## src/rtl/async_word_rx_pkg.sv

```systemverilog
package async_word_rx_pkg;

  // Number of series samples taken of the transmitter clock.
  localparam int unsigned TXCLK_TAPS = 2;

  // Interpret a sampled transmitter clock level: only a clean 1 counts as 1.
  function automatic logic clean_level(input logic lvl);
    return (lvl === 1'b1) ? 1'b1 : 1'b0;
  endfunction

  // A new word is announced when two successive level samples disagree.
  function automatic logic level_moved(input logic newer, input logic older);
    return newer ^ older;
  endfunction

endpackage

```

## src/rtl/awr_word_reg.sv

```systemverilog
module awr_word_reg #(
  parameter int unsigned WIDTH = 8
) (
  input  logic             clk,
  input  logic             rst_n,
  input  logic [WIDTH-1:0] d,
  output logic [WIDTH-1:0] q
);

  // One flip-flop per bus bit, each sampling on every clock edge.
  for (genvar b = 0; b < WIDTH; b++) begin : g_bit
    logic bit_q;

    always_ff @(posedge clk) begin
      if (!rst_n) begin
        bit_q <= 1'b0;
      end else begin
        bit_q <= d[b];
      end
    end

    assign q[b] = bit_q;
  end

endmodule

```

## src/rtl/awr_clk_sampler.sv

```systemverilog
module awr_clk_sampler
  import async_word_rx_pkg::*;
(
  input  logic clk,
  input  logic rst_n,
  input  logic tx_clk,
  output logic lvl_q1,
  output logic lvl_q2
);

  logic [TXCLK_TAPS-1:0] taps;

  // Stage 0 takes the raw level, with anything that is not a clean 1 taken as 0.
  // Each later stage copies the stage before it.
  for (genvar s = 0; s < TXCLK_TAPS; s++) begin : g_tap
    if (s == 0) begin : g_first
      always_ff @(posedge clk) begin
        if (!rst_n) begin
          taps[0] <= 1'b0;
        end else begin
          taps[0] <= clean_level(tx_clk);
        end
      end
    end else begin : g_next
      always_ff @(posedge clk) begin
        if (!rst_n) begin
          taps[s] <= 1'b0;
        end else begin
          taps[s] <= taps[s-1];
        end
      end
    end
  end

  assign lvl_q1 = taps[0];
  assign lvl_q2 = taps[TXCLK_TAPS-1];

endmodule

```

## src/rtl/awr_edge_flag.sv

```systemverilog
module awr_edge_flag
  import async_word_rx_pkg::*;
(
  input  logic lvl_new,
  input  logic lvl_old,
  output logic strobe
);

  // Either direction of change raises the strobe for one cycle.
  always_comb begin
    strobe = level_moved(lvl_new, lvl_old);
  end

endmodule

```

## src/rtl/async_word_rx.sv

```systemverilog
module async_word_rx #(
  parameter int unsigned DATA_W = 8
) (
  input  logic              clk,
  input  logic              rst_n,
  input  logic [DATA_W-1:0] tx_data,
  input  logic              tx_clk,
  output logic [DATA_W-1:0] rx_data,
  output logic              rx_valid
);

  // Named internal events, brought out for the bound checker.
  logic tx_lvl_q1;
  logic tx_lvl_q2;
  logic word_strobe;

  // The bus is captured on the same edge as the first clock sample,
  // so the word and its strobe line up.
  awr_word_reg #(.WIDTH(DATA_W)) u_word (
    .clk   (clk),
    .rst_n (rst_n),
    .d     (tx_data),
    .q     (rx_data)
  );

  awr_clk_sampler u_sampler (
    .clk    (clk),
    .rst_n  (rst_n),
    .tx_clk (tx_clk),
    .lvl_q1 (tx_lvl_q1),
    .lvl_q2 (tx_lvl_q2)
  );

  awr_edge_flag u_edge (
    .lvl_new (tx_lvl_q1),
    .lvl_old (tx_lvl_q2),
    .strobe  (word_strobe)
  );

  assign rx_valid = word_strobe;

endmodule

```

## config.mk

```make
export PLATFORM = sky130hd
export DESIGN_NAME = async_word_rx
export DESIGN_NICKNAME = d
export VERILOG_FILES = /design/src/rtl/async_word_rx_pkg.sv /design/src/rtl/awr_word_reg.sv /design/src/rtl/awr_clk_sampler.sv /design/src/rtl/awr_edge_flag.sv /design/src/rtl/async_word_rx.sv
export SDC_FILE = /design/constraint.sdc
export NUM_CORES = 1
export LEC_CHECK = 0
export BUFFER_PORTS_ARGS = -buffer_cell sky130_fd_sc_hd__buf_2
export CAP_MARGIN = 20
export CORE_AREA = 2 2 39 41
export CTS_BUF_LIST = sky130_fd_sc_hd__clkbuf_8
export DETAILED_ROUTE_END_ITERATION = 12
export DIE_AREA = 0 0 41 43
export GPL_TIMING_DRIVEN = 0
export PLACE_DENSITY = 0.62
export SLEW_MARGIN = 0
export SYNTH_ARGS = -nofsm -noshare
export SYNTH_HDL_FRONTEND = slang
export SYNTH_SLANG_ARGS = --single-unit
```

## constraint.sdc

```tcl
create_clock -name clk -period 0.9 [get_ports clk]
set_input_delay 0.09 -clock clk [delete_from_list [all_inputs] [get_ports clk]]
set_output_delay 0.09 -clock clk [all_outputs]
set_load 0.02 [all_outputs]
```

; ---- Word-level counts from Yosys, hierarchy flattened
; Cells that the tools add are included.
[word_totals]
output_inout_bits = 9
elab_cells = 13
regBits = 10
[classes]
n_mux = 1
n_eq_ne = 1
bitwise_logic = 1
[ops]
columns = cell, n
row1 = "1-bit === test, second input constant", 1
row2 = 1-bit 2-to-1 mux, 1
row3 = 1-bit XOR, 1

; ---- Depth between registers and ports, before layout
; Gate-level depths: netlist (run 1).
[logic_depth]
depth_word = 2
ltp_mapped = 1
mapped_depth_nobuf = 1

; ---- Modules after synthesis
; From an unflattened synthesis (run 1), not the netlist that was laid out.
[unflattened]
cells_unflattened = 29
area_unflattened_um2 = 331.6
[by_module_without_submodules]
columns = module, area_per_inst_um2, instances, cells_each
row1 = awr_word_reg, 270.3, 1, 24
row2 = awr_clk_sampler, 52.6, 1, 4
row3 = awr_edge_flag, 8.8, 1, 1

; ---- Worst setup path before layout (run 1)
; No wires, ideal clock.
[synth_path]
kind = register -> output
startpoint = register u_sampler.taps[0] (netlist: u_sampler.lvl_q1)
endpoint = output port rx_valid
arrival_time_ns = 0.674
path_stages_with_launch = 2
required_time_ns = 0.810
setup_slack_ns = 0.136
path_cell_list = dfxtp_1 xor2_1
[synth_via]
elab_chain_len = 1
[synth_rtl]
columns = item, line_no
row1 = start: declaration, awr_clk_sampler.sv:11  ; logic [TXCLK_TAPS-1:0] taps;
row2 = start signal: assignment, awr_clk_sampler.sv:21  ; taps[0] <= clean_level(tx_clk);
row3 = 1-bit XOR, async_word_rx_pkg.sv:13  ; return newer ^ older;
row4 = end: declaration, async_word_rx.sv:9  ; output logic rx_valid
; Every way passes these cells.

; ---- Worst setup path after layout (run 1)
; Ends and elaborated chain as after synthesis.

==> flow_summary.ini, run 1 <==
[sta]
setup_viol = 1
hold_violations = 0
skew_ns = 0.00004891
setup_ws_ns = -0.03888
period_minus_slack_ns = 0.9389
max_freq_mhz = 1065
rsz0062_at_grt = yes
max-slew-margin-rel = 0.9138
tightest_slew_ns = 0.1293
finalMaxSlewViolations = 0
fin_crit_sh = 1.043

[worst_setup_path]
rr_worst_depth = 1
r2r_end = u_sampler.lvl_q2
critPathKind = reg -> out
startpoint_type = register
path_max_fanout = 2
ff2ff_setup_slack_ns = 0.34
critPathRequiredTime_ns = 0.81
crit_arrival_ns = 0.85
critPathCaptureType = primary output
r2r_start = u_sampler.lvl_q1

[place]
portBuffers = 19
gp_congestion = 0.5288
place_worst_setup_slack_ns = 0.1845
dpl-instance-area_sq_um = 446.7

[floorplanning]
ios = 20
die_width_microns = 41
core_region_area_sq_um = 1384
start_util = 0.2396
fp-row-count = 14
die_y_microns = 43
dieArea_sq_um = 1763

[cts]
root_buffer = clkbuf_8
cts_buffer_depth = 2
post_cts_buffers = 0
htreeDepth = 1
tritoncts.num_buffers = 3
cts.sinks = 10
cts_tree = done
cts_resized = 3
hold_buffers = 0
clk_pin_slew_worst_paths_ns = 0.05
clk_latency_ns = 0.23

[synthesis]
yosysSeqAreaShare = 0.6038
synth_cells = 29
syn_nets = 40
synth_area_sq_um = 331.6
yosysWarnings = 0
synth_cell_type_count = 4
avgSynthCellArea_sq_um = 11.43
ys_seq_elements = 10

[finish]
antenna_cells = 0
drive_gt1_frac = 0.6346
area_growth_pct = 61.13
fill_cells = 147
fin_area_sq_um = 534.3
fin_nets = 64

[drt]
drc = 0
antenna_left = 0
num_vias = 237
wl_per_cell_microns = 7.191
vias_per_cell = 3.485
wirelength_microns = 489
first_pass_iters = 1
drtIter0Drc = 0

[global_route]
antenna_found_initial = 0
grt_pass1_wl_microns = 800
grt_use_total = 0.07467
grt_pass1_vias = 225
grt_overflow = 0
grt_max_degree = 11

[power_and_ir_drop]
peakVddDrop_v = 0.0007461
p_per_area_nw_per_um2 = 2166
p_leak_nw = 0.2758

[run_status]
status = finished, violations left
violations = setup timing

[min_path]
hold_start = tx_data[1]
min_path_cells = 2
min_path_type = in -> reg
min_to = u_word.g_bit[1].bit_q

[flow_run]
cap_violations = 0
## stage by stage
step	total power, mW	hold slack, ns	std cells	setup TNS (ns)	util
global placement	0.5976	0.2932	64	0	0.3228
finish	1.157	0.05897	68	-0.03888	0.3861
global route	1.213	0.05699	68	-0.1171	0.3861
detailed placement	0.5997	0.2997	64	0	0.3228
CTS	1.167	0.05533	68	-0.04538	0.3662
floorplan	0.5544	0.2117	29	0	-
## cells by family (layout without fill, tap and decap cells)
group / after synthesis / count (layout) / share of synthesized area
DFF: 10 / 10 / 0.6038
and+or+nand+nor: 10 / 10 / 0.1887
xor gates and xnor gates: 1 / 1 / 0.02642
buffers and inverters: 8 / 31 / 0.1811
## layout make-up
class	instances	area, sq um	share of cell area
Tap cell	16	20.02	0.03747
Sequential cell	10	202.7	0.3794
Buffer	8	60.06	0.1124
Timing Repair Buffer	19	125.1	0.2342
Clock buffer	4	55.05	0.1030
Multi-Input combinational cell	11	71.32	0.1335
## placed cells by master, fill, tap and decap left out
cell type and n:
clkbuf_8 4, buf_2 13, xor2_1 1, dfxtp_2 2, buf_6 4, and2_1 10, dfxtp_1 8, buf_4 10
## worst max-delay path, cell delays in order, from the launching register on
cell	delay, ns
dfxtp_2	0.32
xor2_1	0.14
buf_4	0.16
## report_power, final
part	internal (mW)	switching, mW	leakage, nW
Sequential	0.468	0.00630	0.0839
Clock	0.384	0.166	0.0288
Combinational	0.0779	0.0545	0.163
## worst max-delay path by stage
stage,start,end,slack (ns),depth (start not counted)
2_1_floorplan,u_sampler.lvl_q1,rx_valid,0.14,1
5_1_grt,u_sampler.lvl_q1,rx_valid,-0.12,2
4_1_cts,u_sampler.lvl_q1,rx_valid,-0.05,2
6_report,u_sampler.lvl_q1,rx_valid,-0.04,2
3_3_place_gp,u_sampler.lvl_q1,rx_valid,0.19,2
3_5_place_dp,u_sampler.lvl_q1,rx_valid,0.18,2
## flip-flops by register name (all words and copies together), names as in the netlist
signal and flops:
u_sampler.lvl_q1 1, u_word.g_bit.bit_q 8, u_sampler.lvl_q2 1
## routing by layer
layer	wire length, microns	GRT usage	share of wire	vias up
met4	0	0.08000	0	0
met5	0	0	0	-
li1	-	-	-	124
met2	238	0.1063	0.49	13
met1	197	0.07190	0.40	100
met3	53	0.03141	0.11	0
## cells in the mapped netlist
library cell / n / area share
and2_1: 10 / 0.19
dfxtp_1: 10 / 0.60
xor2_1: 1 / 0.026
buf_4: 8 / 0.18
Note: power is estimated with default switching activity, not from simulation.
==> run 2: changes to the inputs <==
--- a/config.mk
+++ b/config.mk
@@ -16,4 +16,5 @@
 export SLEW_MARGIN = 0
 export SYNTH_ARGS = -nofsm -noshare
 export SYNTH_HDL_FRONTEND = slang
+export SYNTH_HIERARCHICAL = 1
 export SYNTH_SLANG_ARGS = --single-unit
==> run 2 against run 1 <==
Effect of this change: the flow still finishes with violations (setup timing); clock-buffer cell count stayed put; die area unchanged; non-clock buffer count did not move; critical path depth is the same; synthesized cell count unchanged; total power shrank 2.2%.
==> flow_summary.ini, run 2 <==
[run_status]
status = finished, violations left
violations = setup timing

[global_route]
grt_pass1_vias = 156
grt_max_degree = 11
antenna_found_initial = 0
grt_overflow = 0
grt_pass1_wl_microns = 538
grt_use_total = 0.05141

[drt]
drc = 0
first_pass_iters = 1
drtIter0Drc = 0
wirelength_microns = 412
num_vias = 227
wl_per_cell_microns = 6.059
antenna_left = 0
vias_per_cell = 3.338

[sta]
period_minus_slack_ns = 0.9273
setup_viol = 1
rsz0062_at_grt = yes
max-slew-margin-rel = 0.9168
hold_violations = 0
max_freq_mhz = 1078
fin_crit_sh = 1.030
setup_ws_ns = -0.02728
tightest_slew_ns = 0.1248
finalMaxSlewViolations = 0
skew_ns = 0.00006289
tns_ns = -0.02728

[synthesis]
synth_edf_count = 0
synth_area_sq_um = 331.6
synthArstFlopShare = 0
avgSynthCellArea_sq_um = 11.43
ys_seq_elements = 10
synthFlopType = dfxtp_1
synth_top_cell_by_area = dfxtp_1
yosysWarnings = 6
syn_nets = 40
synth_top_cell_area_share = 0.6038
yosysSeqAreaShare = 0.6038
synth_cells = 29
synth_commonest_cells = 10 x and2_1, 10 x dfxtp_1, 8 x buf_4
synth_area_leaders = dfxtp_1 60%, and2_1 19%, buf_4 18%
synth_cell_type_count = 4

[floorplanning]
fp-row-count = 14
dieArea_sq_um = 1763
die_width_microns = 41
start_util = 0.2396
ios = 20
core_region_area_sq_um = 1384
die_y_microns = 43

[cts]
cts_tree = done
clk_latency_ns = 0.23
root_buffer = clkbuf_8
cts.sinks = 10
tritoncts.num_buffers = 3
htreeDepth = 1
hold_buffers = 0
post_cts_buffers = 0
clk_pin_slew_worst_paths_ns = 0.05
cts_buffer_depth = 2

[worst_setup_path]
path_max_fanout = 2
critPathTopFamily = flip-flops
rr_worst_depth = 1
startpoint_type = register
critPathKind = reg -> out
worst_path_largest_cell_delay_ns = 0.31
path_buf_inv = 1
crit_arrival_ns = 0.84
critPathCaptureType = primary output
crit_slowest_cell = dfxtp_2
critPathRequiredTime_ns = 0.81
worstPathCellList = xor2_1 -> buf_4
crit_cells = 2

[finish]
mostFrequentLayoutCells = 17 x buf_2, 10 x and2_1, 9 x buf_4, 7 x dfxtp_1, 4 x clkbuf_8
fill_cells = 152
antenna_cells = 0
final_common_cell = buf_2
stdcell_count = 68
top_register = u_word/g_bit.bit_q
drive_gt1_frac = 0.6538
area_growth_pct = 55.09
fin_nets = 64
largest_reg_flops = 8

[power_and_ir_drop]
peakVddDrop_v = 0.0009837
p_leak_nw = 0.2717
p_per_area_nw_per_um2 = 2201

[flow_run]
cap_violations = 0

[place]
portBuffers = 19
gp_congestion = 0.5425
place_inst = 64

[min_path]
min_path_cells = 2
min_path_type = in -> reg
-- run 2: cell counts after synthesis --
Identical to the previous run, type by type.
-- run 2: cell type report --
| type | instances | area, sq um | area share |
|---|---|---|---|
| Sequential cell | 10 | 203.9 | 0.3966 |
| Buffer | 8 | 60.06 | 0.1168 |
| Clock buffer | 4 | 55.05 | 0.1071 |
| Timing Repair Buffer | 19 | 103.9 | 0.2019 |
| Multi-Input combinational cell | 11 | 71.32 | 0.1387 |
| Tap cell | 16 | 20.02 | 0.03893 |
-- run 2: final timing paths --
| check | start | end | slack [ns] |
|---|---|---|---|
| worst max register to register | u_sampler/lvl_q1 | u_sampler/lvl_q2 | 0.34 |
| worst min register to register | u_sampler/lvl_q1 | u_sampler/lvl_q2 | 0.46 |
| worst max-delay path | u_sampler/lvl_q1 | rx_valid | -0.03 |
| worst min-delay path | tx_data[0] | u_word/g_bit[0].bit_q | 0.06 |
-- run 2: logic make-up (layout without fill, tap and decap cells) --
kind of cell / after synthesis / after routing / synth area share
flops: 10 / 10 / 0.6038
simple gates: 10 / 10 / 0.1887
buf+inv: 8 / 31 / 0.1811
xor+xnor: 1 / 1 / 0.02642
-- run 2: timing repair --
action,4_1_cts,5_1_grt
endpoints found under the setup margin,1,2
pin swaps,1,0
gates resized for setup,3,3
endpoints found under the hold margin,0,0
-- run 2: power by group --
| group | leakage [nW] | total [mW] | internal (mW) | switching (mW) |
|---|---|---|---|---|
| clock network | 0.0288 | 0.537 | 0.383 | 0.154 |
| registers | 0.0842 | 0.475 | 0.469 | 0.00599 |
| logic | 0.159 | 0.120 | 0.0683 | 0.0519 |
| total | 0.272 | 1.13 | 0.920 | 0.212 |
-- run 2: metrics by stage --
stage               setup WS (ns)  hold WS, ns  area, sq um  power, mW  utilization
floorplan                  0.1331       0.2117        331.6     0.5544            -
global placement           0.1802       0.2909        446.7     0.5980       0.3228
detailed placement         0.1854       0.2927        446.7     0.5991       0.3228
CTS                      -0.03527      0.05530        506.7      1.145       0.3662
global route             -0.07610      0.06112        514.2      1.183       0.3716
finish                   -0.02728      0.05768        514.2      1.132       0.3716
-- run 2: metal layers --
layer / up-vias / share of wire / global-route usage
met1: 91 / 0.36 / 0.04235
li1: 124 / - / -
met3: 0 / 0.14 / 0.03141
met4: 0 / 0 / 0.06000
met5: - / 0 / 0
met2: 12 / 0.50 / 0.07188
==> run 3: changes to the inputs <==
--- a/config.mk
+++ b/config.mk
@@ -5,6 +5,7 @@
 export SDC_FILE = /design/constraint.sdc
 export NUM_CORES = 1
 export LEC_CHECK = 0
+export ABC_AREA = 1
 export BUFFER_PORTS_ARGS = -buffer_cell sky130_fd_sc_hd__buf_2
 export CAP_MARGIN = 20
 export CORE_AREA = 2 2 39 41
@@ -12,7 +13,8 @@
 export DETAILED_ROUTE_END_ITERATION = 12
 export DIE_AREA = 0 0 41 43
 export GPL_TIMING_DRIVEN = 0
-export PLACE_DENSITY = 0.62
+export PLACE_DENSITY = 0.64
+export SKIP_CTS_REPAIR_TIMING = 1
 export SLEW_MARGIN = 0
 export SYNTH_ARGS = -nofsm -noshare
 export SYNTH_HDL_FRONTEND = slang
==> run 3 against run 2 <==
Effect of this change: sequential power hardly changed; sequential share of layout area is 3.8 points lower; critical path depth is 2 higher; clock power is 0.7% higher; the flow still finishes with violations (setup timing); final cell count is 22% higher; non-clock buffer count is 1 higher; first-iteration DRC count stayed put; core utilization is 3.7 points higher; synthesized cell count is 52% higher; via count is 30% higher.
==> flow_summary.ini, run 3 <==
[power_and_ir_drop]
p_switching_uw = 231.2
p_seq_frac = 0.411
swShare = 0.1992
clkPwrFrac = 0.467
intPower_uw = 929.4
pwr-share-comb = 0.123
peakVddDrop_v = 0.0007495
p_per_area_nw_per_um2 = 2052
p_leak_nw = 0.3596

[worst_setup_path]
critPathCaptureType = primary output
r2r_start = u_sampler/lvl_q1
r2r_end = u_sampler/lvl_q2
path_max_fanout = 3
worst_path_largest_cell_delay_ns = 0.34
startpoint_type = register
critPathRequiredTime_ns = 0.81
path_common_cell = nand2_1
worstPathCellList = inv_2 -> nand2_1 -> nand2_1 -> buf_6
crit_arrival_ns = 0.83
ff2ff_setup_slack_ns = 0.38
rr_worst_depth = 2
crit_slowest_cell = dfxtp_2
critPathKind = reg -> out

[floorplanning]
die_width_microns = 41
core_region_area_sq_um = 1384
ios = 20
fp-row-count = 14
dieArea_sq_um = 1763
start_util = 0.2595
die_y_microns = 43

[drt]
wirelength_microns = 516
antenna_left = 0
routed-wl-met2_microns = 294
first_pass_iters = 1
top_layer = met3
num_vias = 295
wl_met1_microns = 177
vias_per_cell = 3.554
dr_wl_met3_microns = 44
drc = 0
drtIter0Drc = 0
wl_per_cell_microns = 6.217

[min_path]
min_to = u_word/g_bit[0].bit_q
min_path_cells = 3
hold_start = tx_data[0]
min_path_type = in -> reg

[synthesis]
synth_top_cell_by_area = dfxtp_1
synth_commonest_cells = 13 x nand2_1, 12 x inv_1, 10 x dfxtp_1
synth_area_sq_um = 359.1
avgSynthCellArea_sq_um = 8.161
synth_cell_type_count = 5
synth_edf_count = 0
yosysSeqAreaShare = 0.5575
synth_area_leaders = dfxtp_1 56%, buf_4 17%, nand2_1 14%
synth_cells = 44
syn_nets = 55
ys_seq_elements = 10
synth_most_common_cell = nand2_1
yosysWarnings = 6
synth_top_cell_area_share = 0.5575
synthArstFlopShare = 0
synthFlopType = dfxtp_1

[sta]
setup_viol = 1
max-slew-margin-rel = 0.9055
finalMaxSlewViolations = 0
fin_crit_sh = 1.017
hold_violations = 0
period_minus_slack_ns = 0.9155
skew_ns = 0.00003941
setup_ws_ns = -0.01555
tightest_slew_ns = 0.1418
max_freq_mhz = 1092
rsz0062_at_grt = yes

[finish]
antenna_cells = 0
area_growth_pct = 57.49
final_common_cell = buf_2
largest_reg_flops = 8
multiInputGateArea_sq_um = 51.30
final_util = 0.4087
fin_nets = 79
drive_gt1_frac = 0.5522
stdcell_count = 83
area.sequential_sq_um = 202.7
fill_cells = 147
mostFrequentLayoutCells = 15 x buf_2, 12 x nand2_1, 10 x inv_1, 8 x buf_4, 8 x dfxtp_1
top_register = u_word/g_bit.bit_q

[place]
place_inst = 79
dpl.hpwl_microns = 418.4
gp_congestion = 0.5671
portBuffers = 19

[global_route]
grt_use_total = 0.07778
antenna_found_initial = 0
grt_pass1_vias = 247
grt_pass1_wl_microns = 821
grt_max_degree = 9
grt_overflow = 0

[flow_run]
cap_violations = 0

[run_status]
violations = setup timing
status = finished, violations left

[cts]
clk_latency_ns = 0.23
cts.sinks = 10
root_buffer = clkbuf_8
htreeDepth = 1
clk_pin_slew_worst_paths_ns = 0.05
cts_buffer_depth = 2
cts_tree = done
tritoncts.num_buffers = 3
run 3: cell count changes after synthesis:
cell,delta
nand2_1,+13
inv_1,+12
and2_1,-10
buf_2,+1
xor2_1,-1
run 3: cell type report:
cell class                 count  share of cell area
timing repair buffer          19              0.2235
sequential                    10              0.3584
tap                           16             0.03540
inverter                      12             0.07965
multi-input combinational     13             0.09071
buffer                         9              0.1150
clock buffer                   4             0.09735
run 3: metal layers:
layer | GRT usage | vias to the layer above
met5 | 0 | -
met4 | 0.08000 | 0
met3 | 0.03141 | 0
met2 | 0.1219 | 10
met1 | 0.06557 | 128
li1 | - | 157
run 3: critical path, delay by kind of cell, from the launching register on:
family	cells	cell delay, ns
flops	1	0.34
buf+inv	2	0.16
simple gates	2	0.09
run 3: stage by stage:
step           hold slack (ns)  cell area [sq um]  worst slack, ns  TNS [ns]  total power, mW
2_1_floorplan           0.1835              359.1           0.2771         0           0.5617
3_3_place_gp            0.2656              474.2           0.2020         0           0.6055
3_5_place_dp            0.2747              474.2           0.1995         0           0.6086
4_1_cts                0.03203              529.3         -0.05576  -0.05576            1.169
5_1_grt                0.04716              565.5         -0.07112  -0.07112            1.226
6_report               0.03678              565.5         -0.01555  -0.01555            1.161
run 3: power by group through the flow:
stage                     combinational, mW  clock [mW]  sequential (mW)
after floorplan                      0.0802           0            0.481
after global placement                0.123           0            0.482
after CTS                             0.125       0.569            0.475
final                                 0.142       0.541            0.477
after detailed placement              0.125           0            0.483
after global routing                  0.157       0.590            0.478
run 3: cells by family (layout without fill, tap and decap cells):
kind of cell,count (synthesis),count (layout),share of synthesized area
and+or+nand+nor,13,13,0.1359
DFF,10,10,0.5575
buffers and inverters,21,44,0.3066
run 3: how the worst max path moves through the flow:
stage | slack, ns | end | startpoint
5_1_grt | -0.07 | rx_valid | u_sampler/lvl_q1
6_report | -0.02 | rx_valid | u_sampler/lvl_q1
2_1_floorplan | 0.28 | rx_valid | u_sampler/lvl_q1
3_3_place_gp | 0.20 | rx_valid | u_sampler/lvl_q1
3_5_place_dp | 0.20 | rx_valid | u_sampler/lvl_q1
4_1_cts | -0.06 | rx_valid | u_sampler/lvl_q1
